===== src/rtl/rxb_pkg.sv =====
package rxb_pkg;

  typedef struct packed {
    logic        last;
    logic [3:0]  be;
    logic [31:0] data;
  } lane_t;

  // flags: [8] mcast [7] bcast [6] rx ok [5] flow ctl [4] line err
  //        [3] too long [2] too short [1] crc err [0] overflow
  typedef struct packed {
    logic [15:0] len;
    logic [8:0]  flags;
  } srec_t;

  function automatic logic [2:0] lane_bytes(input logic [3:0] be);
    return 3'(be[0]) + 3'(be[1]) + 3'(be[2]) + 3'(be[3]);
  endfunction

  function automatic logic [31:0] pack_status(input srec_t r);
    return {r.len, 5'b0, r.flags[8:6], r.flags[5], 1'b0,
            r.flags[4:2], 1'b0, r.flags[1:0]};
  endfunction

endpackage


===== src/rtl/rxb_fifo.sv =====
module rxb_fifo #(
  parameter int W     = 8,
  parameter int DEPTH = 16
) (
  input  logic                       clk,
  input  logic                       rst_n,
  input  logic                       push,
  input  logic [W-1:0]               wdata,
  input  logic [1:0]                 pop_num,
  output logic [W-1:0]               rd0,
  output logic [W-1:0]               rd1,
  output logic [$clog2(DEPTH):0]     count
);
  localparam int AW = $clog2(DEPTH);
  localparam int CW = AW + 1;

  logic [W-1:0]  mem [DEPTH];
  logic [AW-1:0] wp_q, wp_d, rp_q, rp_d;
  logic [CW-1:0] cnt_d;

  always_comb begin
    wp_d  = wp_q + AW'(push);
    rp_d  = rp_q + AW'(pop_num);
    cnt_d = count + CW'(push) - CW'(pop_num);
  end

  always_ff @(posedge clk or negedge rst_n) begin
    if (!rst_n) begin
      wp_q  <= '0;
      rp_q  <= '0;
      count <= '0;
    end else begin
      wp_q  <= wp_d;
      rp_q  <= rp_d;
      count <= cnt_d;
    end
  end

  always_ff @(posedge clk) begin
    if (push) mem[wp_q] <= wdata;
  end

  assign rd0 = mem[rp_q];
  assign rd1 = mem[rp_q + AW'(1)];

  AST_NO_OVERFLOW: assert property (@(posedge clk) disable iff (!rst_n)
    push |-> (count < CW'(DEPTH)));
  AST_NO_UNDERFLOW: assert property (@(posedge clk) disable iff (!rst_n)
    CW'(pop_num) <= count);

endmodule


===== src/rtl/rxb_burst_ctl.sv =====
module rxb_burst_ctl
  import rxb_pkg::*;
#(
  parameter int BURST = 4,
  parameter int CFG_W = 8,
  parameter int LCW   = 5,
  parameter int RCW   = 3,
  parameter int BCW   = 7
) (
  input  logic             clk,
  input  logic             rst_n,
  input  logic             cfg_wide,
  input  logic             cfg_stat_en,
  input  logic             cfg_hdr_mode,
  input  logic [CFG_W-1:0] cfg_thresh,
  input  logic [CFG_W-1:0] cfg_hdr_size,
  input  logic             rd_sel,
  input  lane_t            lane0,
  input  lane_t            lane1,
  input  logic [LCW-1:0]   lane_cnt,
  input  srec_t            rec,
  input  logic [RCW-1:0]   rec_cnt,
  input  logic [BCW-1:0]   byte_cnt,
  output logic             rx_rdy,
  output logic             bus_valid,
  output logic [63:0]      bus_data,
  output logic [7:0]       bus_be,
  output logic             bus_eop,
  output logic             bus_stat,
  output logic [1:0]       lane_pop,
  output logic             rec_pop,
  output logic [3:0]       rd_bytes
);
  localparam int BW = $clog2(BURST + 1);
  localparam int SW = CFG_W + 1;

  typedef enum logic {S_IDLE, S_BURST} st_t;

  st_t           st_q, st_d;
  logic [BW-1:0] beat_q, beat_d;
  logic [SW-1:0] sent_q, sent_d;
  logic          pend_q, pend_d;
  logic          started_q, started_d;
  logic          cap_q, cap_d;
  logic          take2;
  logic [31:0]   swd;

  always_comb begin
    st_d      = st_q;
    beat_d    = beat_q;
    sent_d    = sent_q;
    pend_d    = pend_q;
    started_d = started_q;
    cap_d     = cap_q;
    bus_valid = 1'b0;
    bus_data  = '0;
    bus_be    = '0;
    bus_eop   = 1'b0;
    bus_stat  = 1'b0;
    lane_pop  = 2'd0;
    rec_pop   = 1'b0;
    rd_bytes  = '0;
    take2     = 1'b0;
    swd       = pack_status(rec);

    rx_rdy = (st_q == S_IDLE) &&
             (pend_q || (rec_cnt != '0) || (int'(byte_cnt) >= int'(cfg_thresh)) ||
              (cfg_hdr_mode && !started_q && (byte_cnt != '0) &&
               (int'(byte_cnt) >= int'(cfg_hdr_size))));

    if (st_q == S_IDLE) begin
      if (rd_sel && rx_rdy) begin
        st_d   = S_BURST;
        beat_d = '0;
        sent_d = '0;
        cap_d  = cfg_hdr_mode && !started_q;
      end
    end else if (pend_q) begin
      bus_valid = 1'b1;
      bus_stat  = 1'b1;
      bus_data  = cfg_wide ? {swd, swd} : {32'h0, swd};
      rec_pop   = 1'b1;
      pend_d    = 1'b0;
      st_d      = S_IDLE;
    end else if (lane_cnt != '0) begin
      take2          = cfg_wide && !lane0.last && (lane_cnt >= LCW'(2));
      bus_valid      = 1'b1;
      bus_data[31:0] = lane0.data;
      bus_be[3:0]    = lane0.be;
      bus_eop        = lane0.last;
      rd_bytes       = {1'b0, lane_bytes(lane0.be)};
      lane_pop       = 2'd1;
      if (take2) begin
        bus_data[63:32] = lane1.data;
        bus_be[7:4]     = lane1.be;
        bus_eop         = lane1.last;
        rd_bytes        = rd_bytes + {1'b0, lane_bytes(lane1.be)};
        lane_pop        = 2'd2;
      end
      beat_d    = beat_q + BW'(1);
      sent_d    = sent_q + SW'(rd_bytes);
      started_d = 1'b1;
      if (bus_eop) begin
        started_d = 1'b0;
        if (cfg_stat_en) begin
          pend_d = 1'b1;
          if (beat_d == BW'(BURST)) st_d = S_IDLE;
        end else begin
          rec_pop = 1'b1;
          st_d    = S_IDLE;
        end
      end else if ((beat_d == BW'(BURST)) ||
                   (cap_q && (int'(sent_d) >= int'(cfg_hdr_size)))) begin
        st_d = S_IDLE;
      end
    end else begin
      st_d = S_IDLE;
    end
  end

  always_ff @(posedge clk or negedge rst_n) begin
    if (!rst_n) begin
      st_q      <= S_IDLE;
      beat_q    <= '0;
      sent_q    <= '0;
      pend_q    <= 1'b0;
      started_q <= 1'b0;
      cap_q     <= 1'b0;
    end else begin
      st_q      <= st_d;
      beat_q    <= beat_d;
      sent_q    <= sent_d;
      pend_q    <= pend_d;
      started_q <= started_d;
      cap_q     <= cap_d;
    end
  end

  AST_SEL_WHEN_RDY: assert property (@(posedge clk) disable iff (!rst_n)
    rd_sel |-> rx_rdy);
  AST_BEAT_BOUND: assert property (@(posedge clk) disable iff (!rst_n)
    (st_q == S_BURST) |-> (beat_q < BW'(BURST)));
  AST_NARROW_UPPER_ZERO: assert property (@(posedge clk) disable iff (!rst_n)
    (bus_valid && !cfg_wide) |-> ((bus_data[63:32] == 32'h0) && (bus_be[7:4] == 4'h0)));
  AST_STAT_FOLLOWS_EOP: assert property (@(posedge clk) disable iff (!rst_n)
    (bus_valid && bus_eop && cfg_stat_en && (beat_q != BW'(BURST - 1)))
      |=> (bus_valid && bus_stat));
  AST_DEFER_RDY: assert property (@(posedge clk) disable iff (!rst_n)
    (bus_valid && bus_eop && cfg_stat_en && (beat_q == BW'(BURST - 1)))
      |=> (rx_rdy && !bus_valid));
  AST_STAT_HAS_REC: assert property (@(posedge clk) disable iff (!rst_n)
    bus_stat |-> (rec_cnt != '0));

endmodule


===== src/rtl/rxb_readout.sv =====
module rxb_readout
  import rxb_pkg::*;
#(
  parameter int DEPTH  = 16,
  parameter int SDEPTH = 4,
  parameter int BURST  = 4,
  parameter int CFG_W  = 8
) (
  input  logic             clk,
  input  logic             rst_n,
  input  logic             cfg_wide,
  input  logic             cfg_stat_en,
  input  logic             cfg_hdr_mode,
  input  logic [CFG_W-1:0] cfg_thresh,
  input  logic [CFG_W-1:0] cfg_hdr_size,
  input  logic             wr_valid,
  input  logic [31:0]      wr_data,
  input  logic [3:0]       wr_be,
  input  logic             wr_last,
  input  logic [15:0]      wr_len,
  input  logic [8:0]       wr_flags,
  output logic             rx_rdy,
  input  logic             rd_sel,
  output logic             bus_valid,
  output logic [63:0]      bus_data,
  output logic [7:0]       bus_be,
  output logic             bus_eop,
  output logic             bus_stat
);
  localparam int LCW   = $clog2(DEPTH) + 1;
  localparam int RCW   = $clog2(SDEPTH) + 1;
  localparam int CNT_W = $clog2(DEPTH * 4 + 1);
  localparam int LW    = $bits(lane_t);
  localparam int RW    = $bits(srec_t);

  logic [1:0]       rs_q;
  logic             rst_core_n;
  lane_t            lane_in, lane0, lane1;
  srec_t            rec_in, rec0, rec_nxt_unused;
  logic [LCW-1:0]   lane_cnt;
  logic [RCW-1:0]   rec_cnt;
  logic [1:0]       lane_pop;
  logic             rec_pop;
  logic [3:0]       rd_bytes;
  logic [2:0]       wr_bytes;
  logic [CNT_W-1:0] byte_q, byte_d;

  always_ff @(posedge clk or negedge rst_n) begin
    if (!rst_n) rs_q <= 2'b00;
    else        rs_q <= {rs_q[0], 1'b1};
  end
  assign rst_core_n = rs_q[1];

  assign lane_in = '{last: wr_last, be: wr_be, data: wr_data};
  assign rec_in  = '{len: wr_len, flags: wr_flags};

  rxb_fifo #(.W(LW), .DEPTH(DEPTH)) i_lane_fifo (
    .clk(clk), .rst_n(rst_core_n), .push(wr_valid), .wdata(lane_in),
    .pop_num(lane_pop), .rd0(lane0), .rd1(lane1), .count(lane_cnt));

  rxb_fifo #(.W(RW), .DEPTH(SDEPTH)) i_rec_fifo (
    .clk(clk), .rst_n(rst_core_n), .push(wr_valid && wr_last), .wdata(rec_in),
    .pop_num({1'b0, rec_pop}), .rd0(rec0), .rd1(rec_nxt_unused), .count(rec_cnt));

  always_comb begin
    wr_bytes = wr_valid ? lane_bytes(wr_be) : 3'd0;
    byte_d   = byte_q + CNT_W'(wr_bytes) - CNT_W'(rd_bytes);
  end

  always_ff @(posedge clk or negedge rst_core_n) begin
    if (!rst_core_n) byte_q <= '0;
    else             byte_q <= byte_d;
  end

  rxb_burst_ctl #(.BURST(BURST), .CFG_W(CFG_W), .LCW(LCW), .RCW(RCW), .BCW(CNT_W)) i_ctl (
    .clk(clk), .rst_n(rst_core_n),
    .cfg_wide(cfg_wide), .cfg_stat_en(cfg_stat_en), .cfg_hdr_mode(cfg_hdr_mode),
    .cfg_thresh(cfg_thresh), .cfg_hdr_size(cfg_hdr_size), .rd_sel(rd_sel),
    .lane0(lane0), .lane1(lane1), .lane_cnt(lane_cnt), .rec(rec0), .rec_cnt(rec_cnt),
    .byte_cnt(byte_q), .rx_rdy(rx_rdy), .bus_valid(bus_valid), .bus_data(bus_data),
    .bus_be(bus_be), .bus_eop(bus_eop), .bus_stat(bus_stat), .lane_pop(lane_pop),
    .rec_pop(rec_pop), .rd_bytes(rd_bytes));

  AST_BYTES_MATCH_LANES: assert property (@(posedge clk) disable iff (!rst_core_n)
    (byte_q == '0) |-> (lane_cnt == '0));
  AST_REC_NO_OVERRUN: assert property (@(posedge clk) disable iff (!rst_core_n)
    (wr_valid && wr_last) |-> (rec_cnt < RCW'(SDEPTH)));

endmodule


===== config.mk =====
export PLATFORM = sky130hd
export DESIGN_NAME = rxb_readout
export DESIGN_NICKNAME = d
export VERILOG_FILES = /design/src/rtl/rxb_pkg.sv /design/src/rtl/rxb_fifo.sv /design/src/rtl/rxb_burst_ctl.sv /design/src/rtl/rxb_readout.sv
export SDC_FILE = /design/constraint.sdc
export NUM_CORES = 1
export LEC_CHECK = 0
export ABC_CLOCK_PERIOD_IN_PS = 3700
export BUFFER_PORTS_ARGS = -buffer_cell sky130_fd_sc_hd__buf_2
export CORE_ASPECT_RATIO = 2
export CORE_UTILIZATION = 35
export DETAILED_ROUTE_END_ITERATION = 10
export PLACE_DENSITY_LB_ADDON = 0.2
export SYNTH_ARGS = -nofsm -noshare
export SYNTH_HDL_FRONTEND = slang
export SYNTH_HIERARCHICAL = 1
export SYNTH_SLANG_ARGS = --single-unit

===== constraint.sdc =====
create_clock -name clk -period 3.7 [get_ports clk]
set_clock_uncertainty 0.05 [all_clocks]
set_input_delay 0.185 -clock clk [delete_from_list [all_inputs] [get_ports clk]]
set_output_delay 0.185 -clock clk [all_outputs]
set_load 0.05 [all_outputs]

==> results.json <==
{
  "coreArea_um2": 101000,
  "clockBufferDepth": 3,
  "clockPowerShare": 0.156,
  "vias_per_cell": 5.76,
  "syn_inst": 2040,
  "grt.total_usage": 0.221,
  "syn_area_um2": 35700,
  "startpoint": "i_lane_fifo/rp_q[0]",
  "port_buffers": 160,
  "grt_use_met3": 0.0335,
  "slew_headroom": 0.368,
  "ys_warn_count": 6,
  "initial_utilization": 0.353,
  "fin_crit_sh": 1.50,
  "syn_to_final_growth_pct": 25.0,
  "regToRegEndpoint": "i_ctl/st_q",
  "drive_above_1_share": 0.413,
  "cp-endpoint": "i_ctl/st_q",
  "worstSetupEndpointType": "register",
  "chipWidth_um": 228,
  "period_needed_ns": 5.56,
  "status": "finished with violations",
  "powerDensity_nw_per_um2": 1060,
  "rrSetupSlack_ns": -1.86,
  "critPathMaxFanout": 8,
  "leakage_uw": 0.0161,
  "critical_path_class": "reg2reg",
  "setup_viol": 64,
  "grt_use_met2": 0.406,
  "antenna_found_initial": 5,
  "ant_nets": 0,
  "timing.final.ws_setup_ns": -1.86,
  "worst_ep_required_time_ns": 4.20,
  "cap_violations": 0,
  "drt_iter0_drc": 1979,
  "cts_tree": "yes",
  "post_drt_wl_per_cell_um": 30.5,
  "failed_checks": "negative setup slack",
  "p_sw_uw": 19500,
  "clk_pin_slew_ns": 0.07,
  "die_area_um2": 103000,
  "final_max_slew_viol_count": 0,
  "fin_tns_setup_ns": -34.48,
  "reg2reg_depth": 22,
  "grt_pass1_wl_um": 164000,
  "design.portCount": 161,
  "worst_pin_slew_ns": 0.947,
  "drc_errors": 0,
  "grt_pass1_vias": 23200,
  "rows": 165,
  "p_sw_frac": 0.411,
  "fin_cells": 3828,
  "clk_latency_ns": 0.65,
  "cts_max_level": 3,
  "first_pass_iters": 5,
  "final_core_util": 0.442,
  "pwr-share-seq": 0.230,
  "grtUsageMet1": 0.258,
  "fp.dieH_um": 454,
  "r2r-start": "i_lane_fifo/rp_q[0]",
  "via_count": 22100,
  "hold_violations": 0,
  "critPathLaunchType": "register",
  "power_frac_comb": 0.613,
  "overflow": 0,
  "dpl.cell_count": 3554,
  "p_int_uw": 27900,
  "root_buffer": "clkbuf_16",
  "wl_um": 117000,
  "fmax_ghz": 0.180,
  "cts.sinks": 737,
  "grt_max_degree": 46,
  "nets": 2594,
  "fillers": 8831,
  "critPathArrivalTime_ns": 6.06,
  "post_synth.cell_area_avg_um2": 17.5,
  "rsz0062_at_grt": "true",
  "worstHoldStart": "cfg_wide",
  "cts_made_buffers": 69,
  "dp_slack_ns": -2.03,
  "place_congestion": 0.832,
  "peakVddDrop_mv": 0.810,
  "busiest_layer": "met2",
  "dp_hpwl_um": 67800,
  "min_path_type": "in2reg"
}
worst min path at each step:
stage                       to  cells after the start  slack (ns)
2_1_floorplan          rs_q[0]                      0       -0.16
3_3_place_gp           rs_q[0]                      1       -0.08
3_5_place_dp           rs_q[0]                      1       -0.08
4_1_cts             i_ctl/st_q                      6        0.01
5_1_grt        i_ctl/started_q                      5        0.07
6_report       i_ctl/started_q                      5        0.06
placed cells by master, fill, tap and decap left out, types with 15 or more instances in the layout:
cell / count
edfxtp_1: 692
mux4_2: 247
buf_4: 157
mux2i_1: 149
inv_1: 121
buf_2: 108
clkbuf_16: 83
dlygate4sd3_1: 67
a221oi_2: 59
a22oi_1: 57
ha_1: 48
nand2_1: 47
buf_6: 43
o21ai_1: 39
a22oi_2: 39
dfrtp_1: 38
buf_12: 36
nor2_1: 28
a32o_2: 24
nor2_4: 21
o221ai_2: 21
buf_16: 19
buf_8: 19
clkbuf_1: 16
inv_2: 15
and2_1: 15
o221ai_1: 15
power groups by stage:
stage / clock network, uW / registers [uW] / logic [uW]
2_1_floorplan: 0 / 10800 / 16300
3_3_place_gp: 0 / 11000 / 23000
3_5_place_dp: 0 / 11100 / 23300
4_1_cts: 7570 / 10900 / 26600
5_1_grt: 7820 / 11000 / 30800
6_report: 7410 / 10900 / 29100
worst max-delay path, stage by stage (launching register included):
cell,delay (ns)
dfrtp_4,0.53
ha_4,0.39
mux4_2,0.52
o2bb2ai_1,0.13
a221o_1,0.26
inv_1,0.09
fa_1,0.45
fa_2,0.41
fa_2,0.54
nor2_2,0.04
a21oi_2,0.12
inv_1,0.08
ha_4,0.28
nand3_4,0.07
a31oi_4,0.17
xor2_1,0.17
ha_1,0.26
a21o_1,0.18
a21oi_1,0.12
o21ai_1,0.07
o21ai_1,0.13
a31oi_1,0.09
o41ai_1,0.29
area by class of cell:
class,count,area [um2],share of cell area
diodes,2,5.00,0.000112
clock buffers,87,1840,0.0411
clock inverters,35,442,0.00988
inverters,137,514,0.0115
multi-input cells,1026,13400,0.300
flip-flops and latches,737,21900,0.490
well taps,1336,1670,0.0374
repair buffers,468,4910,0.110
routing by layer:
layer	routed length [um]	up-vias
met1	43500	11800
li1	-	9206
met3	6400	203
met2	62600	828
met5	27	-
met4	4330	4
registers in the layout, indices dropped and copies added (netlist names), 2 cells and up:
signal             flops
i_lane_fifo/mem      592
i_ctl/beat_q           3
i_lane_fifo/rp_q       4
byte_q                 7
rs_q                   2
i_ctl/sent_q           9
i_lane_fifo/wp_q       4
i_rec_fifo/wp_q        2
i_rec_fifo/count       3
i_rec_fifo/mem       100
i_rec_fifo/rp_q        2
i_lane_fifo/count      5
per-stage QoR:
| step | hold WS (ns) | instance area (um2) | power (uW) |
|---|---|---|---|
| floorplan | -0.161 | 35900 | 27100 |
| global placement | -0.0801 | 39200 | 34100 |
| detailed placement | -0.0774 | 39200 | 34400 |
| CTS | 0.00952 | 43600 | 45100 |
| global route | 0.0735 | 44700 | 49700 |
| finish | 0.0617 | 44700 | 47400 |
timing repair:
action | in CTS | in global routing
gates cloned | 15 | 13
endpoints found under the setup margin | 96 | 81
endpoints found under the hold margin | 710 | 0
buffers inserted | 20 | 40
hold buffers | 67 | 0
resized for setup | 215 | 136
pin swaps | 12 | 67
Power figures use the tool's default switching activity.
